## config.mk

```make
export PLATFORM = sky130hd
export DESIGN_NAME = addr_demux_latch
export DESIGN_NICKNAME = d
export VERILOG_FILES = /design/src/rtl/addr_latch_pkg.sv /design/src/rtl/al_mode_dec.sv /design/src/rtl/al_sel_dec.sv /design/src/rtl/al_cell.sv /design/src/rtl/addr_demux_latch.sv
export SDC_FILE = /design/constraint.sdc
export NUM_CORES = 1
export LEC_CHECK = 0
export BUFFER_PORTS_ARGS = -buffer_cell sky130_fd_sc_hd__buf_4
export CORE_AREA = 4 4 41 43
export CTS_CLUSTER_DIAMETER = 100
export CTS_CLUSTER_SIZE = 12
export DETAILED_ROUTE_END_ITERATION = 6
export DIE_AREA = 0 0 45 47
export RECOVER_POWER = 100
export SYNTH_ARGS = -nofsm -noshare
export SYNTH_HDL_FRONTEND = slang
export SYNTH_SLANG_ARGS = --single-unit
```

## constraint.sdc

```tcl
create_clock -name clk -period 1 [get_ports clk]
set_input_delay 0.15 -clock clk [delete_from_list [all_inputs] [get_ports clk]]
set_output_delay 0.15 -clock clk [all_outputs]
set_load 0.02 [all_outputs]
```

## src/rtl/addr_latch_pkg.sv

```systemverilog
package addr_latch_pkg;

   typedef enum logic [1:0] {
      AL_WRITE = 2'd0,
      AL_HOLD  = 2'd1,
      AL_DEMUX = 2'd2,
      AL_CLEAR = 2'd3
   } al_mode_e;

   // clr_n selects the clearing pair, wen_n selects write versus keep
   function automatic al_mode_e al_mode_of(input logic clr_n, input logic wen_n);
      al_mode_e m;
      case ({clr_n, wen_n})
         2'b10:   m = AL_WRITE;
         2'b11:   m = AL_HOLD;
         2'b00:   m = AL_DEMUX;
         default: m = AL_CLEAR;
      endcase
      return m;
   endfunction

endpackage

```

## src/rtl/al_mode_dec.sv

```systemverilog
module al_mode_dec
   import addr_latch_pkg::*;
(
   input  logic     clr_n,
   input  logic     wen_n,
   output al_mode_e mode,
   output logic     load_sel,
   output logic     zero_rest
);
   always_comb begin
      mode      = al_mode_of(clr_n, wen_n);
      load_sel  = (mode == AL_WRITE) || (mode == AL_DEMUX);
      zero_rest = (mode == AL_DEMUX) || (mode == AL_CLEAR);
   end
endmodule

```

## src/rtl/al_sel_dec.sv

```systemverilog
module al_sel_dec #(
   parameter int NCELL      = 8,
   parameter int AW         = 3,
   parameter bit SHIFT_IMPL = 1'b0
) (
   input  logic [AW-1:0]    addr,
   output logic [NCELL-1:0] sel
);
   generate
      if (SHIFT_IMPL) begin : g_shift
         assign sel = NCELL'(1) << addr;
      end else begin : g_cmp
         for (genvar k = 0; k < NCELL; k++) begin : g_bit
            assign sel[k] = (addr == AW'(k));
         end
      end
   endgenerate
endmodule

```

## src/rtl/al_cell.sv

```systemverilog
module al_cell (
   input  logic clk,
   input  logic sel,
   input  logic load_sel,
   input  logic zero_rest,
   input  logic din,
   output logic q
);
   logic q_nxt;

   always_comb begin
      q_nxt = q;
      if (sel && load_sel)
         q_nxt = din;
      else if (zero_rest)
         q_nxt = 1'b0;
   end

   always_ff @(posedge clk) q <= q_nxt;
endmodule

```

## src/rtl/addr_demux_latch.sv

```systemverilog
module addr_demux_latch
   import addr_latch_pkg::*;
#(
   parameter int NCELL      = 8,
   parameter int AW         = $clog2(NCELL),
   parameter bit SHIFT_IMPL = 1'b0
) (
   input  logic             clk,
   input  logic             din,
   input  logic [AW-1:0]    addr,
   input  logic             wen_n,
   input  logic             clr_n,
   output logic [NCELL-1:0] q
);
   localparam int MIN_AW = $clog2(NCELL);

   generate
      if (NCELL < 2) begin : g_bad_ncell
         $error("NCELL must be at least 2");
      end
      if (AW < MIN_AW) begin : g_bad_aw
         $error("AW too narrow to address every cell");
      end
   endgenerate

   al_mode_e         mode;
   logic             load_sel;
   logic             zero_rest;
   logic [NCELL-1:0] sel;

   al_mode_dec u_mode (
      .clr_n     (clr_n),
      .wen_n     (wen_n),
      .mode      (mode),
      .load_sel  (load_sel),
      .zero_rest (zero_rest)
   );

   al_sel_dec #(.NCELL(NCELL), .AW(AW), .SHIFT_IMPL(SHIFT_IMPL)) u_sel (
      .addr (addr),
      .sel  (sel)
   );

   generate
      for (genvar i = 0; i < NCELL; i++) begin : g_cell
         al_cell u_cell (
            .clk       (clk),
            .sel       (sel[i]),
            .load_sel  (load_sel),
            .zero_rest (zero_rest),
            .din       (din),
            .q         (q[i])
         );
      end
   endgenerate

   logic unused_mode;
   assign unused_mode = ^mode;
endmodule

```

==> impl_metrics.py, run 1 <==
metrics = {
    "global_route": {
        "antenna_found_initial": 0,
        "grt_usage": 0.0823,
        "grt_max_degree": 9,
        "overflow": 0,
        "grt_pass1_vias": 285,
        "grt_pass1_wl_um": 1130,
    },
    "detailed_routing": {
        "via_count": 293,
        "drt_pre_antenna_iters": 4,
        "wl_met2_um": 324,
        "top_layer_used": "met4",
        "remaining_drc_errors": 0,
        "final_antenna_net_count": 0,
        "drt-met1-wl_um": 287,
        "first_iter_violations": 6,
        "wl_per_cell_um": 11.7,
        "route.met3.wl_um": 89,
        "avgViaCountPerCell": 4.65,
        "routed_wl_um": 737,
    },
    "critical_path": {
        "critPathCaptureType": "output port",
        "crit_arrival_ns": 0.78,
        "path_cells": "buf_4",
        "crit_buf_inv": 1,
        "crit_fanout": 1,
        "crit_path_start_kind": "register",
        "cp.required_ns": 0.85,
        "cp_slowest_cell": "edfxtp_1",
        "critical-path-top-delay-family": "flip-flops",
        "cpPeakStageDelay_ns": 0.36,
        "timing_worst_setup_path_type": "reg2out",
    },
    "placed_design": {
        "placed_cells": 60,
        "pre_cts_slack_ns": -0.0817,
        "placement.io_buffers": 14,
        "gp_congestion": 0.769,
        "dp_hpwl_um": 556,
    },
    "clocking": {
        "cts_sinks": 8,
        "cts_buffer_depth": 2,
        "htree_levels": 1,
        "cts-root-buf": "clkbuf_4",
        "postCtsHoldBufs": 0,
        "cts_tree": "yes",
        "cts_resized": 0,
        "cts_buffers": 3,
        "post_cts_buffers": 0,
        "clk_pin_slew_worst_paths_ns": 0.05,
    },
    "sta": {
        "tightest_slew_ns": 0.234,
        "relSlewSlack": 0.843,
        "timing.final.hold_violations": 0,
        "slew_violations": 0,
        "max_clock_freq_mhz": 1070,
        "setup_viol": 0,
        "final.min_clock_period_ns": 0.932,
        "worst_slack_ns": 0.0678,
        "fin_crit_sh": 0.932,
        "rsz0062_at_grt": "no",
    },
    "die": {
        "coreArea_um2": 1300,
        "die_h_um": 47,
        "die_w_um": 45,
        "io_pins": 15,
        "start_util": 0.331,
        "die-area_um2": 2120,
        "num_rows": 13,
    },
    "logic_synthesis": {
        "synth_cell_type_count": 12,
        "netlist_instances": 39,
        "yosysSeqAreaShare": 0.558,
        "syn_nets": 46,
        "ys_warn_count": 0,
        "syn_area_um2": 430,
        "avgSynthCellArea_um2": 11.0,
        "ys_ff_latch": 8,
    },
    "hold_path": {
        "hp-class": "in2reg",
    },
    "power": {
        "power_frac_comb": 0.152,
        "switching_share": 0.243,
        "p_leak_nw": 0.181,
        "power_mw": 0.754,
        "p_seq_frac": 0.529,
        "ir_drop_v": 0.000559,
        "switching_power_mw": 0.183,
        "power.internal_mw": 0.571,
        "p_clk_frac": 0.319,
        "powerDensity_nw_per_um2": 1560,
    },
    "layout": {
        "reg.largest.list": "g_cell.u_cell.q: 8 flops",
        "fin_nets": 57,
        "regMostFlops": "g_cell.u_cell.q",
        "layout_common_cells": "edfxtp_1 (8), clkbuf_2 (7), nor2_1 (6), o21ai_0 (5), buf_4 (5)",
        "final_cells": 63,
        "num-fill-cells": 149,
        "postLayoutCoreUtil": 0.372,
        "syn_to_final_growth_pct": 12.5,
        "drive_gt1_frac": 0.313,
        "largest_reg_flops": 8,
        "final_common_cell": "edfxtp_1",
        "n_antenna_cell": 0,
    },
    "outcome": {
        "status": "completed",
    },
    "flow_run": {
        "cap_violations": 0,
    },
}
## worst paths after layout
kind                  slack, ns  cells past startpoint                        startpoint                               end
worst max-delay path       0.07                      1  g_cell[0].u_cell.q$_SDFFCE_PN0P_                              q[0]
worst min-delay path       0.23                      2                             clr_n  g_cell[0].u_cell.q$_SDFFCE_PN0P_
## stage by stage
step / cell area [um2] / setup TNS [ns] / hold slack, ns
finish: 484 / 0 / 0.231
global route: 484 / 0 / 0.229
CTS: 517 / 0 / 0.220
detailed placement: 494 / -0.153 / 0.486
global placement: 494 / -0.113 / 0.485
floorplan: 430 / 0 / 0.325
## per-layer routing
metal  GRT usage  up-vias
li1            -      153
met1      0.0822      121
met2       0.119       14
met3      0.0307        5
met4       0.105        0
met5           0        -
## cells in the mapped netlist
| master | n | area [um2] |
|---|---|---|
| nand2_1 | 1 | 3.75 |
| o21ai_1 | 6 | 30.0 |
| o31ai_1 | 2 | 15.0 |
| nor3_2 | 1 | 10.0 |
| nor3_1 | 1 | 5.00 |
| nand3b_1 | 1 | 7.51 |
| buf_4 | 8 | 60.1 |
| nand2b_1 | 3 | 18.8 |
| nor2_1 | 6 | 22.5 |
| or3b_4 | 1 | 11.3 |
| edfxtp_1 | 8 | 240 |
| or2_1 | 1 | 6.26 |
## cells by family (layout without fill, tap and decap cells)
family / after synthesis / in the layout / share of synthesized area
AO/OA/AOI/OAI: 8 / 8 / 0.105
buffers and inverters: 8 / 17 / 0.140
flip-flops: 8 / 8 / 0.558
AND/OR/NAND/NOR: 15 / 15 / 0.198
## power groups by stage
| stage | Sequential (mW) | Combinational [mW] | Clock, mW |
|---|---|---|---|
| 4_1_cts | 0.400 | 0.136 | 0.249 |
| 3_5_place_dp | 0.407 | 0.135 | 0 |
| 2_1_floorplan | 0.404 | 0.0955 | 0 |
| 3_3_place_gp | 0.406 | 0.134 | 0 |
| 5_1_grt | 0.401 | 0.123 | 0.269 |
| 6_report | 0.399 | 0.115 | 0.241 |
## cell type report
| cell class | instances | area [um2] | area share |
|---|---|---|---|
| Timing Repair Buffer | 14 | 80.1 | 0.165 |
| Multi-Input combinational cell | 23 | 123 | 0.253 |
| Tap cell | 15 | 18.8 | 0.0388 |
| Sequential cell | 8 | 240 | 0.496 |
| Clock buffer | 3 | 22.5 | 0.0465 |
Power figures use the tool's default switching activity.
==> run 2: changes to the inputs <==
Settings changed: CORE_AREA 4 4 41 43 to unset, CORE_MARGIN set to 4, CORE_UTILIZATION set to 25, DIE_AREA 0 0 45 47 to unset.
==> impl_metrics.py, run 2 (same netlist as run 1, synthesis figures left out) <==
metrics = {
    "sta": {
        "timing.final.hold_violations": 0,
        "fin_crit_sh": 0.920,
        "finalSetupTns_ns": 0,
        "final.min_clock_period_ns": 0.920,
        "setup_viol": 0,
        "tightest_slew_ns": 0.246,
        "rsz0062_at_grt": "no",
        "max_clock_freq_mhz": 1090,
        "worst_slack_ns": 0.0803,
        "slew_violations": 0,
        "relSlewSlack": 0.834,
    },
    "clocking": {
        "cts_sinks": 8,
        "post_cts_buffers": 0,
        "cts_tree": "yes",
        "htree_levels": 1,
        "cts_resized": 0,
        "clk_pin_slew_worst_paths_ns": 0.05,
        "cts-root-buf": "clkbuf_4",
        "postCtsHoldBufs": 0,
        "cts_buffer_depth": 2,
        "cts_buffers": 3,
    },
    "critical_path": {
        "cp.required_ns": 0.85,
        "critPathCaptureType": "output port",
        "critical-path-top-delay-family": "flip-flops",
        "path_cells": "clkbuf_2",
        "crit_arrival_ns": 0.77,
        "crit_path_start_kind": "register",
        "crit_buf_inv": 1,
        "timing_worst_setup_path_type": "reg2out",
        "crit_fanout": 1,
        "cp_slowest_cell": "edfxtp_1",
        "cpPeakStageDelay_ns": 0.36,
    },
    "layout": {
        "reg.largest.list": "g_cell.u_cell.q: 8 flops",
        "drive_gt1_frac": 0.340,
        "layout_common_cells": "edfxtp_1 (8), clkbuf_2 (8), nor2_1 (6), o21ai_0 (5), clkbuf_4 (5)",
        "postLayoutCoreUtil": 0.319,
        "fin_nets": 59,
        "syn_to_final_growth_pct": 15.7,
        "regMostFlops": "g_cell.u_cell.q",
        "stdcell_area_um2": 498,
        "n_antenna_cell": 0,
        "largest_reg_flops": 8,
    },
    "global_route": {
        "grt_max_degree": 9,
        "grt_pass1_wl_um": 1060,
        "grt_usage": 0.0642,
        "antenna_found_initial": 0,
        "grt_pass1_vias": 261,
        "overflow": 0,
    },
    "power": {
        "power_mw": 0.751,
        "switching_power_mw": 0.177,
        "p_seq_frac": 0.530,
        "p_clk_frac": 0.313,
        "power_frac_comb": 0.156,
        "switching_share": 0.236,
        "powerDensity_nw_per_um2": 1510,
        "ir_drop_v": 0.000293,
        "p_leak_nw": 0.189,
        "power.internal_mw": 0.574,
    },
    "detailed_routing": {
        "remaining_drc_errors": 0,
        "first_iter_violations": 11,
        "routed_wl_um": 706,
        "top_layer_used": "met3",
        "wl_per_cell_um": 10.7,
        "drt_pre_antenna_iters": 4,
        "via_count": 289,
        "drt-met1-wl_um": 313,
        "avgViaCountPerCell": 4.38,
        "wl_met2_um": 348,
        "route.met3.wl_um": 44,
        "final_antenna_net_count": 0,
    },
    "die": {
        "die-area_um2": 2450,
        "start_util": 0.276,
        "die_h_um": 49.5,
        "io_pins": 15,
        "coreArea_um2": 1560,
        "die_w_um": 49.5,
        "num_rows": 14,
    },
    "placed_design": {
        "gp_congestion": 0.776,
        "place_area_um2": 510,
        "placement.io_buffers": 14,
        "pre_cts_slack_ns": -0.121,
    },
    "hold_path": {
        "hp-class": "in2reg",
    },
    "flow_run": {
        "cap_violations": 0,
    },
    "outcome": {
        "status": "completed",
    },
}
run 2: final timing paths:
kind	cells past startpoint	start	slack, ns	endpoint
max	1	g_cell[3].u_cell.q$_SDFFCE_PN0P_	0.08	q[3]
min	2	clr_n	0.24	g_cell[1].u_cell.q$_SDFFCE_PN0P_
run 2: metrics by stage:
step	instances	hold slack, ns
after global routing	66	0.229
after floorplan	39	0.325
final	66	0.235
after CTS	66	0.224
after detailed placement	63	0.486
after global placement	63	0.484
run 2: cell type report:
class                   instances  area, um2
fillers                       176       1060
flip-flops and latches          8        240
multi-input cells              23        123
clock buffers                   3       22.5
well taps                      16       20.0
repair buffers                 16       92.6
run 2: metal layers:
metal,vias to the layer above,track usage
li1,157,-
met1,121,0.0750
met2,11,0.0759
met3,0,0.00904
met4,0,0.111
met5,-,0
run 2: power by group through the flow:
stage	combinational (mW)	sequential, mW	clock (mW)
after detailed placement	0.140	0.406	0
after floorplan	0.0955	0.404	0
after global placement	0.140	0.406	0
after global routing	0.127	0.400	0.273
after CTS	0.140	0.399	0.250
final	0.117	0.398	0.235
==> run 3: changes to the inputs <==
Settings changed: PLACE_DENSITY set to 0.43.
==> impl_metrics.py, run 3 (same netlist as run 1, synthesis figures left out) <==
metrics = {
    "outcome": {
        "status": "completed",
    },
    "global_route": {
        "grt_usage": 0.0667,
        "grt_pass1_wl_um": 1230,
        "overflow": 0,
        "grt_use_met1": 0.0729,
        "grt_max_degree": 9,
        "antenna_found_initial": 0,
        "grtUsageMet3": 0.0361,
        "met2_usage": 0.100,
        "grt_pass1_vias": 299,
        "busiest_layer": "met2",
    },
    "power": {
        "p_leak_nw": 0.180,
        "switching_share": 0.237,
        "power.internal_mw": 0.569,
        "power_frac_comb": 0.153,
        "ir_drop_v": 0.000493,
        "switching_power_mw": 0.177,
        "powerDensity_nw_per_um2": 1540,
        "p_seq_frac": 0.534,
        "p_clk_frac": 0.313,
    },
    "detailed_routing": {
        "avgViaCountPerCell": 4.59,
        "first_iter_violations": 7,
        "via_count": 294,
        "remaining_drc_errors": 0,
        "drt_pre_antenna_iters": 4,
        "final_antenna_net_count": 0,
        "wl_per_cell_um": 11.5,
        "routed_wl_um": 739,
    },
    "hold_path": {
        "hp-class": "in2reg",
        "holdPathStages": 2,
    },
    "die": {
        "num_rows": 14,
        "die_w_um": 49.5,
        "die_h_um": 49.5,
        "coreArea_um2": 1560,
        "start_util": 0.276,
        "die-area_um2": 2450,
        "io_pins": 15,
    },
    "critical_path": {
        "crit_arrival_ns": 0.76,
        "path_cells": "clkbuf_2",
        "critical-path-top-delay-family": "flip-flops",
        "crit_path_start_kind": "register",
        "timing_worst_setup_path_type": "reg2out",
        "cp-startpoint": "g_cell[7].u_cell.q$_SDFFCE_PN0P_",
        "cpPeakStageDelay_ns": 0.35,
        "crit_buf_inv": 1,
        "worstSetupPathDepth": 1,
        "crit_fanout": 1,
        "endpoint": "q[7]",
        "cp_slowest_cell": "edfxtp_1",
        "critPathCaptureType": "output port",
        "cp.required_ns": 0.85,
    },
    "layout": {
        "n_antenna_cell": 0,
        "fin_nets": 57,
        "reg.largest.list": "g_cell.u_cell.q: 8 flops",
        "drive_gt1_frac": 0.313,
        "layout_common_cells": "edfxtp_1 (8), clkbuf_2 (8), nor2_1 (6), o21ai_0 (5), buf_4 (4)",
        "syn_to_final_growth_pct": 12.2,
        "regMostFlops": "g_cell.u_cell.q",
        "postLayoutCoreUtil": 0.310,
        "largest_reg_flops": 8,
        "stdcell_area_um2": 483,
    },
    "clocking": {
        "postCtsHoldBufs": 0,
        "cts_sinks": 8,
        "cts-root-buf": "clkbuf_4",
        "cts_tree": "yes",
        "htree_levels": 1,
        "cts_resized": 0,
        "clk_pin_slew_worst_paths_ns": 0.05,
        "cts_buffer_depth": 2,
        "cts_buffers": 3,
        "post_cts_buffers": 0,
    },
    "flow_run": {
        "cap_violations": 0,
    },
    "sta": {
        "slew_violations": 0,
        "final.min_clock_period_ns": 0.908,
        "setup_viol": 0,
        "rsz0062_at_grt": "no",
        "timing.final.hold_violations": 0,
        "relSlewSlack": 0.843,
        "tightest_slew_ns": 0.233,
        "max_clock_freq_mhz": 1100,
        "fin_crit_sh": 0.908,
        "finalSetupTns_ns": 0,
        "whs_ns": 0.238,
    },
    "placed_design": {
        "gp_congestion": 0.779,
        "placement.io_buffers": 14,
        "place_area_um2": 495,
    },
}
run 3: changes by cell type in the layout (fill, tap and decap cells not counted):
cell | before | now
clkbuf_4 | 5 | 3
run 3: routing by layer:
metal | part of all wire | vias to the layer above | routed length, um
li1 | - | 152 | -
met1 | 0.44 | 125 | 328
met2 | 0.43 | 15 | 319
met3 | 0.11 | 2 | 82
met4 | 0.011 | 0 | 8
met5 | 0 | - | 0
run 3: power groups by stage:
stage / logic [mW] / registers [mW] / clock network [mW]
floorplan: 0.0955 / 0.404 / 0
global placement: 0.135 / 0.405 / 0
detailed placement: 0.137 / 0.405 / 0
CTS: 0.137 / 0.398 / 0.246
global route: 0.125 / 0.399 / 0.269
finish: 0.114 / 0.398 / 0.234
run 3: how the worst min path moves through the flow:
stage	startpoint	to	slack [ns]
after global placement	addr[1]	g_cell[0].u_cell.q$_SDFFCE_PN0P_	0.48
after CTS	addr[2]	g_cell[0].u_cell.q$_SDFFCE_PN0P_	0.22
final	addr[1]	g_cell[1].u_cell.q$_SDFFCE_PN0P_	0.24
after floorplan	clr_n	g_cell[0].u_cell.q$_SDFFCE_PN0P_	0.33
after global routing	clr_n	g_cell[0].u_cell.q$_SDFFCE_PN0P_	0.23
after detailed placement	addr[2]	g_cell[0].u_cell.q$_SDFFCE_PN0P_	0.49
run 3: cell type report:
type / instances / area (um2)
fill: 170 / 1080
clock buffer: 3 / 22.5
multi-input combinational: 23 / 123
timing repair buffer: 14 / 77.6
tap: 16 / 20.0
sequential: 8 / 240
run 3: through the flow:
step           setup WS (ns)  instances  power (mW)
2_1_floorplan         0.0748         39       0.500
3_3_place_gp         -0.0733         61       0.540
3_5_place_dp          -0.115         61       0.542
4_1_cts               0.0729         64       0.782
5_1_grt               0.0429         64       0.792
6_report              0.0923         64       0.746
